### config.mk
export PLATFORM = sky130hd
export DESIGN_NAME = iotrap_brk
export DESIGN_NICKNAME = d
export VERILOG_FILES = /design/src/rtl/iotrap_pkg.sv /design/src/rtl/iotrap_pend.sv /design/src/rtl/iotrap_seq.sv /design/src/rtl/iotrap_redir.sv /design/src/rtl/iotrap_brk.sv
export SDC_FILE = /design/constraint.sdc
export NUM_CORES = 1
export LEC_CHECK = 0
export CAP_MARGIN = 5
export CORE_MARGIN = 3
export CORE_UTILIZATION = 25
export CTS_CLUSTER_DIAMETER = 80
export DETAILED_ROUTE_END_ITERATION = 6
export GPL_TIMING_DRIVEN = 0
export HOLD_SLACK_MARGIN = 0.06
export PLACE_DENSITY = 0.6
export SLEW_MARGIN = 20
export SYNTH_ARGS = -nofsm -noshare
export SYNTH_HDL_FRONTEND = slang
export SYNTH_SLANG_ARGS = --single-unit
### constraint.sdc
create_clock -name clk -period 2.05 [get_ports clk]
set_clock_uncertainty 0.1 [all_clocks]
set_input_delay 0.41 -clock clk [delete_from_list [all_inputs] [get_ports clk]]
set_output_delay 0.41 -clock clk [all_outputs]
set_load 0.05 [all_outputs]
### src/rtl/iotrap_pkg.sv
package iotrap_pkg;

    typedef enum logic [1:0] {
        BK_IDLE = 2'd0,
        BK_SAVE = 2'd1,
        BK_VEC  = 2'd2
    } bk_state_e;

    typedef struct packed {
        logic valid;
        logic xfer;
    } trap_flags_t;

    function automatic int idx_width(input int n);
        return (n > 1) ? $clog2(n) : 1;
    endfunction

endpackage

### src/rtl/iotrap_pend.sv
module iotrap_pend #(
    parameter int N_DEV = 4
) (
    input  logic             clk,
    input  logic             rst,
    input  logic [N_DEV-1:0] ready,
    input  logic             clr,
    output logic             pend_any
);
    logic [N_DEV-1:0] prev_q;
    logic [N_DEV-1:0] pend_q;
    logic [N_DEV-1:0] rise;

    assign rise = ready & ~prev_q;

    always_ff @(posedge clk) begin
        if (rst) begin
            prev_q <= '0;
            pend_q <= '0;
        end else begin
            prev_q <= ready;
            pend_q <= (clr ? '0 : pend_q) | rise;
        end
    end

    assign pend_any = |pend_q;

    a_r4_edge_held: assert property (@(posedge clk) disable iff (rst)
        (|rise) |=> pend_any);

endmodule

### src/rtl/iotrap_seq.sv
module iotrap_seq
    import iotrap_pkg::*;
#(
    parameter int ADDR_W = 9
) (
    input  logic              clk,
    input  logic              rst,
    input  logic              boundary,
    input  logic              pend_any,
    input  logic              handler_ret,
    input  logic [ADDR_W-1:0] next_addr,
    output logic              take,
    output logic              busy,
    output logic              mem_we,
    output logic [ADDR_W-1:0] mem_waddr,
    output logic [ADDR_W-1:0] mem_wdata,
    output logic              vec_valid
);
    localparam logic [ADDR_W-1:0] SAVE_ADDR = {{(ADDR_W-1){1'b1}}, 1'b0};

    bk_state_e         state_q;
    logic              mask_q;
    logic [ADDR_W-1:0] ret_q;

    assign take = boundary && pend_any && !mask_q && (state_q == BK_IDLE);
    assign busy = take || (state_q == BK_SAVE);

    always_ff @(posedge clk) begin
        if (rst) begin
            state_q <= BK_IDLE;
            mask_q  <= 1'b0;
            ret_q   <= '0;
        end else begin
            unique case (state_q)
                BK_IDLE: if (take) begin
                    state_q <= BK_SAVE;
                    ret_q   <= next_addr;
                end
                BK_SAVE: state_q <= BK_VEC;
                default: state_q <= BK_IDLE;
            endcase
            if (take)
                mask_q <= 1'b1;
            else if (handler_ret && state_q == BK_IDLE)
                mask_q <= 1'b0;
        end
    end

    assign mem_we    = (state_q == BK_SAVE);
    assign mem_waddr = SAVE_ADDR;
    assign mem_wdata = ret_q;
    assign vec_valid = (state_q == BK_VEC);

    a_r5_only_at_boundary: assert property (@(posedge clk) disable iff (rst)
        mem_we |-> $past(boundary));
    a_r6_saved_addr: assert property (@(posedge clk) disable iff (rst)
        mem_we |-> mem_wdata == $past(next_addr));
    a_r7_vec_follows_write: assert property (@(posedge clk) disable iff (rst)
        mem_we |=> vec_valid && !mem_we);
    a_r9_no_back_to_back: assert property (@(posedge clk) disable iff (rst)
        vec_valid |=> !mem_we);

endmodule

### src/rtl/iotrap_redir.sv
module iotrap_redir
    import iotrap_pkg::*;
#(
    parameter int ADDR_W = 9,
    parameter int N_DEV  = 4,
    localparam int DEV_W = idx_width(N_DEV)
) (
    input  logic              clk,
    input  logic              rst,
    input  logic              io_req,
    input  logic [DEV_W-1:0]  io_dev,
    input  logic [ADDR_W-1:0] io_target,
    input  logic [N_DEV-1:0]  ready,
    input  logic              block,
    input  logic              vec_valid,
    output logic              redir_valid,
    output logic [ADDR_W-1:0] redir_addr,
    output logic              io_xfer
);
    localparam logic [ADDR_W-1:0] VEC_ADDR = {ADDR_W{1'b1}};

    trap_flags_t       fl_q;
    logic [ADDR_W-1:0] tgt_q;
    logic              dev_rdy;

    assign dev_rdy = (int'(io_dev) < N_DEV) ? ready[io_dev] : 1'b0;

    always_ff @(posedge clk) begin
        if (rst) begin
            fl_q  <= '0;
            tgt_q <= '0;
        end else begin
            fl_q.valid <= io_req && !block && !dev_rdy;
            fl_q.xfer  <= io_req && !block && dev_rdy;
            tgt_q      <= io_target;
        end
    end

    assign redir_valid = vec_valid || fl_q.valid;
    assign redir_addr  = vec_valid ? VEC_ADDR : tgt_q;
    assign io_xfer     = fl_q.xfer;

    a_r2_trap_from_request: assert property (@(posedge clk) disable iff (rst)
        (redir_valid && !vec_valid) |-> $past(io_req) && !$past(block));
    a_r3_xfer_from_request: assert property (@(posedge clk) disable iff (rst)
        io_xfer |-> $past(io_req) && !redir_valid);
    a_r10_no_trap_on_vector: assert property (@(posedge clk) disable iff (rst)
        vec_valid |-> !io_xfer);

endmodule

### src/rtl/iotrap_brk.sv
module iotrap_brk
    import iotrap_pkg::*;
#(
    parameter int ADDR_W = 9,
    parameter int N_DEV  = 4,
    localparam int DEV_W = idx_width(N_DEV)
) (
    input  logic              clk,
    input  logic              rst,
    input  logic              io_req,
    input  logic [DEV_W-1:0]  io_dev,
    input  logic [ADDR_W-1:0] io_target,
    input  logic [N_DEV-1:0]  dev_ready,
    input  logic [ADDR_W-1:0] next_addr,
    input  logic              boundary,
    input  logic              handler_ret,
    output logic              redir_valid,
    output logic [ADDR_W-1:0] redir_addr,
    output logic              io_xfer,
    output logic              mem_we,
    output logic [ADDR_W-1:0] mem_waddr,
    output logic [ADDR_W-1:0] mem_wdata,
    output logic              brk_ack
);
    logic pend_any;
    logic take;
    logic busy;
    logic vec_valid;

    iotrap_pend #(.N_DEV(N_DEV)) u_pend (
        .clk      (clk),
        .rst      (rst),
        .ready    (dev_ready),
        .clr      (take),
        .pend_any (pend_any)
    );

    iotrap_seq #(.ADDR_W(ADDR_W)) u_seq (
        .clk         (clk),
        .rst         (rst),
        .boundary    (boundary),
        .pend_any    (pend_any),
        .handler_ret (handler_ret),
        .next_addr   (next_addr),
        .take        (take),
        .busy        (busy),
        .mem_we      (mem_we),
        .mem_waddr   (mem_waddr),
        .mem_wdata   (mem_wdata),
        .vec_valid   (vec_valid)
    );

    iotrap_redir #(.ADDR_W(ADDR_W), .N_DEV(N_DEV)) u_redir (
        .clk         (clk),
        .rst         (rst),
        .io_req      (io_req),
        .io_dev      (io_dev),
        .io_target   (io_target),
        .ready       (dev_ready),
        .block       (busy),
        .vec_valid   (vec_valid),
        .redir_valid (redir_valid),
        .redir_addr  (redir_addr),
        .io_xfer     (io_xfer)
    );

    assign brk_ack = vec_valid;

    a_r8_pending_before_write: assert property (@(posedge clk) disable iff (rst)
        mem_we |-> $past(pend_any));
    a_r7_ack_after_write: assert property (@(posedge clk) disable iff (rst)
        brk_ack |-> $past(mem_we) && redir_valid);

endmodule

==> flow_summary.json, run 1 <==
{
  "coreArea_um2": 4790,
  "max_stage_delay_ns": 0.80,
  "swShare_pct": 32.4,
  "p_switching_uw": 499,
  "gp_congestion": 0.649,
  "hold_viol": 0,
  "synth_area_leader_cell": "dfxtp_1",
  "pin_count": 60,
  "fin_total_pwr_uw": 1540,
  "grtUsageMet1_pct": 11.0,
  "drc": 0,
  "yosysWarnings": 0,
  "drive_above_1_share_pct": 15.8,
  "die_h_um": 76.9,
  "cts-buffers-inserted": 5,
  "muxShareOfSynthArea_pct": 1.79,
  "cts_tree": "done",
  "p_clk_share_pct": 30.6,
  "syn2layout_area_growth_pct": 55.3,
  "cts_htree_levels": 2,
  "yosysSeqAreaShare_pct": 49.4,
  "clk_pin_slew_worst_paths_ns": 0.07,
  "grt.total_usage_pct": 10.1,
  "synth_xor_area_share_pct": 0,
  "yosys.cell_types.count": 21,
  "grtUsageMet2_pct": 16.9,
  "p_leak_uw": 0.000791,
  "fin_nets": 230,
  "design_area_um2": 1950,
  "dieArea_um2": 5920,
  "vias": 1051,
  "grt_start_max_net_pins": 12,
  "cp.required_ns": 1.54,
  "syn_avg_cell_area_um2": 9.11,
  "power_frac_seq_pct": 42.8,
  "first_iter_violations": 23,
  "hold_class": "flip-flop to flip-flop",
  "maxSlewViolCount": 0,
  "rows": 25,
  "synth-compound-area-share_pct": 9.75,
  "critPathMaxFanout": 2,
  "fmax_mhz": 519,
  "crit_chain": "clkdlybuf4s50_1",
  "wirelength_um": 2760,
  "path_buf_inv": 1,
  "fill_cells": 492,
  "p_int_uw": 1040,
  "rrSetupSlack_ns": 0.42,
  "layout_common_cells": "37 x clkdlybuf4s50_1, 31 x dfxtp_1, 26 x nor2b_1, 20 x nand2b_1, 10 x o21ai_0",
  "synthSimpleGateAreaFrac_pct": 29.3,
  "peakVddDrop_v": 0.000482,
  "dieWidth_um": 76.9,
  "syn_area_um2": 1260,
  "run_status": "completed",
  "layout_commonest_cell": "clkdlybuf4s50_1",
  "clock_path_buffers": 2,
  "ant_nets": 0,
  "rr_worst_depth": 4,
  "grt_pass1_vias": 1057,
  "drv_cap": 0,
  "multi_input_area_um2": 547,
  "hpwlAfterDp_um": 2020,
  "synth-seq-cells": 31,
  "cp-end-kind": "primary output",
  "fin_crit_sh_pct": 94.1,
  "hold_depth": 2,
  "clock_sinks": 31,
  "grt_pass1_wl_um": 4660,
  "crit_type": "flip-flop to primary output",
  "rsz0062_at_grt": "false",
  "use_met3_pct": 3.64,
  "drtPass1Iterations": 4,
  "root_buffer": "clkbuf_8",
  "wl_per_cell_um": 10.3,
  "cp_slowest_cell": "clkdlybuf4s50_1",
  "synth_top_area_share_pct": 49.4,
  "crit_cells": 1,
  "grt-busiest-layer": "met2",
  "insertion_delay_ns": 0.28,
  "seqCellArea_um2": 621,
  "synthAdderAreaFrac_pct": 0,
  "start_util_pct": 26.3,
  "period_minus_slack_ns": 1.93,
  "dpl-instance-area_um2": 1860,
  "grt_overflow_total": 0,
  "utilization_pct": 40.8,
  "worst_hold_slack_ns": 0.393,
  "p_comb_share_pct": 26.6,
  "worst_setup_path_start_kind": "flip-flop",
  "synth_area_leaders": "dfxtp_1 49%, nor2b_1 13%, nand2b_1 10%",
  "antenna_found_initial": 0,
  "arrival_ns": 1.42,
  "io_buffers": 49,
  "antennaDiodeCount": 0,
  "power_density_nw_per_um2": 788,
  "syn_inst": 138,
  "setup_viol": 0,
  "cp_top_family": "buffers and inverters",
  "synth_top_family_by_area": "simple AND/OR/NAND/NOR gates",
  "vias_per_cell": 3.91
}
## cells by family (layout without fill, tap and decap cells)
family,Yosys count,after routing
other,2,9
buffers and inverters,20,77
AOI/OAI and AO/OA,24,24
and+or+nand+nor,60,60
muxes,1,1
DFF,31,31
## tightest hold or removal path, stage by stage (launching register included)
cell and delay [ns]:
dfxtp_1 0.32, o31ai_1 0.06, a21oi_1 0.06
## synthesized netlist by cell type
| master | count |
|---|---|
| inv_1 | 3 |
| nor2b_1 | 26 |
| nor2_1 | 7 |
| mux4_2 | 1 |
| o21ai_1 | 8 |
| nor3b_1 | 1 |
| nand3b_1 | 1 |
| nor4_1 | 1 |
| o21ai_0 | 10 |
| nor3_1 | 1 |
| o31ai_1 | 1 |
| or2b_1 | 1 |
| or4b_4 | 1 |
| clkbuf_1 | 7 |
| buf_4 | 9 |
| a21oi_1 | 5 |
| nand2b_1 | 20 |
| or2_1 | 1 |
| conb_1 | 2 |
| buf_6 | 1 |
| dfxtp_1 | 31 |
## flip-flops by register name (all words and copies together), names as in the netlist
signal / count
u_redir.tgt_q: 9
u_seq.mem_wdata: 9
u_pend.pend_q: 4
u_pend.prev_q: 4
u_seq.state_q: 2
u_redir.fl_q: 1
u_redir.io_xfer: 1
u_seq.mask_q: 1
## routing by layer
metal  up-vias  share of wire [%]
met5         -                  0
met2        33                 49
met3         7                6.5
li1        547                  -
met1       464                 42
met4         0                2.4
## power by group through the flow
stage / logic [uW] / registers, uW / clock network, uW
CTS: 415 / 660 / 488
detailed placement: 420 / 673 / 0
global placement: 419 / 672 / 0
finish: 410 / 659 / 471
floorplan: 220 / 725 / 0
global route: 440 / 665 / 508
## stage by stage
stage,worst slack (ns),instances,TNS (ns)
floorplan,0.469,145,0
global placement,-0.158,261,-1.93
detailed placement,-0.143,261,-1.97
CTS,0.0263,269,0
global route,0.00244,269,0
finish,0.122,269,0
## repair_timing
item	4_1_cts	5_1_grt
gates resized for setup	33	4
setup buffers	0	0
endpoints found under the setup margin	12	4
hold buffers	0	0
## layout make-up
class | instances | area share (%)
flip-flops and latches | 31 | 31.8
clock buffers | 5 | 3.52
multi-input cells | 94 | 28.0
plain buffers | 17 | 5.45
repair buffers | 49 | 25.4
inverters | 3 | 0.577
well taps | 67 | 4.29
clock inverters | 3 | 1.02
## worst paths after layout
check	startpoint	endpoint
max	u_seq.mem_wdata[8]$_SDFFE_PP0P_	mem_wdata[8]
min	u_seq.mask_q$_SDFFE_PP0P_	u_seq.mask_q$_SDFFE_PP0P_
max reg2reg	u_seq.mask_q$_SDFFE_PP0P_	u_seq.mem_wdata[4]$_SDFFE_PP0P_
min reg2reg	u_seq.mask_q$_SDFFE_PP0P_	u_seq.mask_q$_SDFFE_PP0P_
(Power assumes the default switching activity.)
==> run 2: changes to the inputs <==
- GPL_TIMING_DRIVEN: 0 -> not set
==> run 2 against run 1 <==
Against the previous run:
- critical path depth stayed put
- global-route usage is 0.50 points lower
- clock power is 10% higher
- first-iteration DRC count grew to 3.5 times the previous value
- die area stayed put
- setup slack better by 0.0080 ns
- routed wire length is 4.5% lower
==> flow_summary.json, run 2 (synthesized netlist as in run 1, its figures left out) <==
{
  "slew_headroom_pct": 66.6,
  "design_area_um2": 2030,
  "pin_count": 60,
  "drtPass1Iterations": 4,
  "p_int_uw": 1150,
  "wirelength_um": 2640,
  "antennaDiodeCount": 0,
  "p_leak_uw": 0.000829,
  "wl_per_cell_um": 10.2,
  "maxSlewViolCount": 0,
  "vias_per_cell": 3.90,
  "arrival_ns": 1.41,
  "syn2layout_area_growth_pct": 61.2,
  "cts-hold-fix-buffers": 0,
  "io_buffers": 50,
  "grt.total_usage_pct": 9.59,
  "vias": 1006,
  "clock_path_buffers": 2,
  "coreArea_um2": 4790,
  "drc": 0,
  "dieWidth_um": 76.9,
  "start_util_pct": 26.3,
  "power_density_nw_per_um2": 807,
  "setup_slack_ns": 0.130,
  "layout_commonest_cell": "clkdlybuf4s50_1",
  "power_frac_seq_pct": 40.4,
  "drive_above_1_share_pct": 14.1,
  "hpwlAfterDp_um": 1960,
  "insertion_delay_ns": 0.27,
  "worst_setup_path_start_kind": "flip-flop",
  "p_clk_share_pct": 31.7,
  "fin_nets": 219,
  "p_comb_share_pct": 27.9,
  "rsz0062_at_grt": "false",
  "cts_htree_levels": 2,
  "ant_nets": 0,
  "hold_viol": 0,
  "run_status": "completed",
  "antenna_found_initial": 0,
  "root_buffer": "clkbuf_8",
  "crit_type": "flip-flop to primary output",
  "clock_sinks": 31,
  "grt_overflow_total": 0,
  "cts_setup_buffers": 0,
  "cts-buffers-inserted": 5,
  "fin_crit_sh_pct": 93.7,
  "dpl-instance-area_um2": 1930,
  "cp_top_family": "buffers and inverters",
  "period_minus_slack_ns": 1.92,
  "cp-end-kind": "primary output",
  "preCtsSetupSlack_ns": -0.0207,
  "critPathMaxFanout": 2,
  "peakVddDrop_v": 0.000363,
  "drv_cap": 0,
  "die_h_um": 76.9,
  "grt_pass1_vias": 973,
  "worstMarginPinSlew_ns": 0.499,
  "grt_pass1_wl_um": 4400,
  "clk_pin_slew_worst_paths_ns": 0.06,
  "cp_slowest_cell": "clkdlybuf4s50_1",
  "dieArea_um2": 5920,
  "layout_common_cells": "38 x clkdlybuf4s50_1, 31 x dfxtp_1, 26 x nor2b_1, 20 x nand2b_1, 12 x buf_12",
  "path_buf_inv": 1,
  "swShare_pct": 29.7,
  "cts_tree": "done",
  "cts_resized": 0,
  "crit_chain": "clkdlybuf4s50_1",
  "p_switching_uw": 485,
  "fmax_mhz": 521,
  "max_stage_delay_ns": 0.81,
  "cp.required_ns": 1.54,
  "hold_class": "flip-flop to flip-flop",
  "rows": 25,
  "first_iter_violations": 80,
  "grt_start_max_net_pins": 21,
  "gp_congestion": 0.666,
  "setup_viol": 0
}
-- run 2: changes by cell type in the layout (fill, tap and decap cells not counted), moves of 2 or more --
cell             change
buf_4                -4
buf_12              +12
clkbuf_8             +2
clkinvlp_4           -2
clkdlybuf4s15_2      -9
clkbuf_1             -5
-- run 2: per-stage QoR --
step	setup TNS (ns)	util, %	hold slack, ns	total power [uW]	instances
2_1_floorplan	0	-	0.348	946	145
3_3_place_gp	-0.000194	40.3	0.365	1130	250
3_5_place_dp	-0.0232	40.3	0.377	1130	250
4_1_cts	0	42.4	0.386	1660	258
5_1_grt	0	42.4	0.431	1710	258
6_report	0	42.4	0.384	1630	258
-- run 2: power groups by stage --
stage / Combinational, uW / Sequential [uW] / Clock, uW
floorplan: 220 / 725 / 0
global placement: 457 / 674 / 0
detailed placement: 459 / 674 / 0
CTS: 460 / 661 / 538
global route: 484 / 665 / 563
finish: 455 / 661 / 519
-- run 2: per-layer routing --
metal | global-route usage, % | part of all wire (%)
met5 | 0 | 0
met4 | 5.98 | 2.8
met3 | 3.17 | 6.2
met2 | 15.8 | 49
met1 | 10.6 | 42
-- run 2: final timing paths --
kind	startpoint	endpoint	slack, ns	cells past startpoint
hold reg to reg	u_seq.mask_q$_SDFFE_PP0P_	u_seq.mask_q$_SDFFE_PP0P_	0.38	2
hold / removal	u_seq.mask_q$_SDFFE_PP0P_	u_seq.mask_q$_SDFFE_PP0P_	0.38	2
setup reg to reg	u_seq.state_q[0]$_SDFFE_PP0P_	u_seq.mem_wdata[8]$_SDFFE_PP0P_	0.46	3
setup / recovery	u_seq.mem_wdata[3]$_SDFFE_PP0P_	mem_wdata[3]	0.13	1
-- run 2: area by class of cell --
type | count | area, um^2
Multi-Input combinational cell | 94 | 553
Fill cell | 474 | 2760
Timing Repair Buffer | 55 | 658
Clock buffer | 8 | 100
Sequential cell | 31 | 621
Tap cell | 67 | 83.8
Inverter | 3 | 11.3
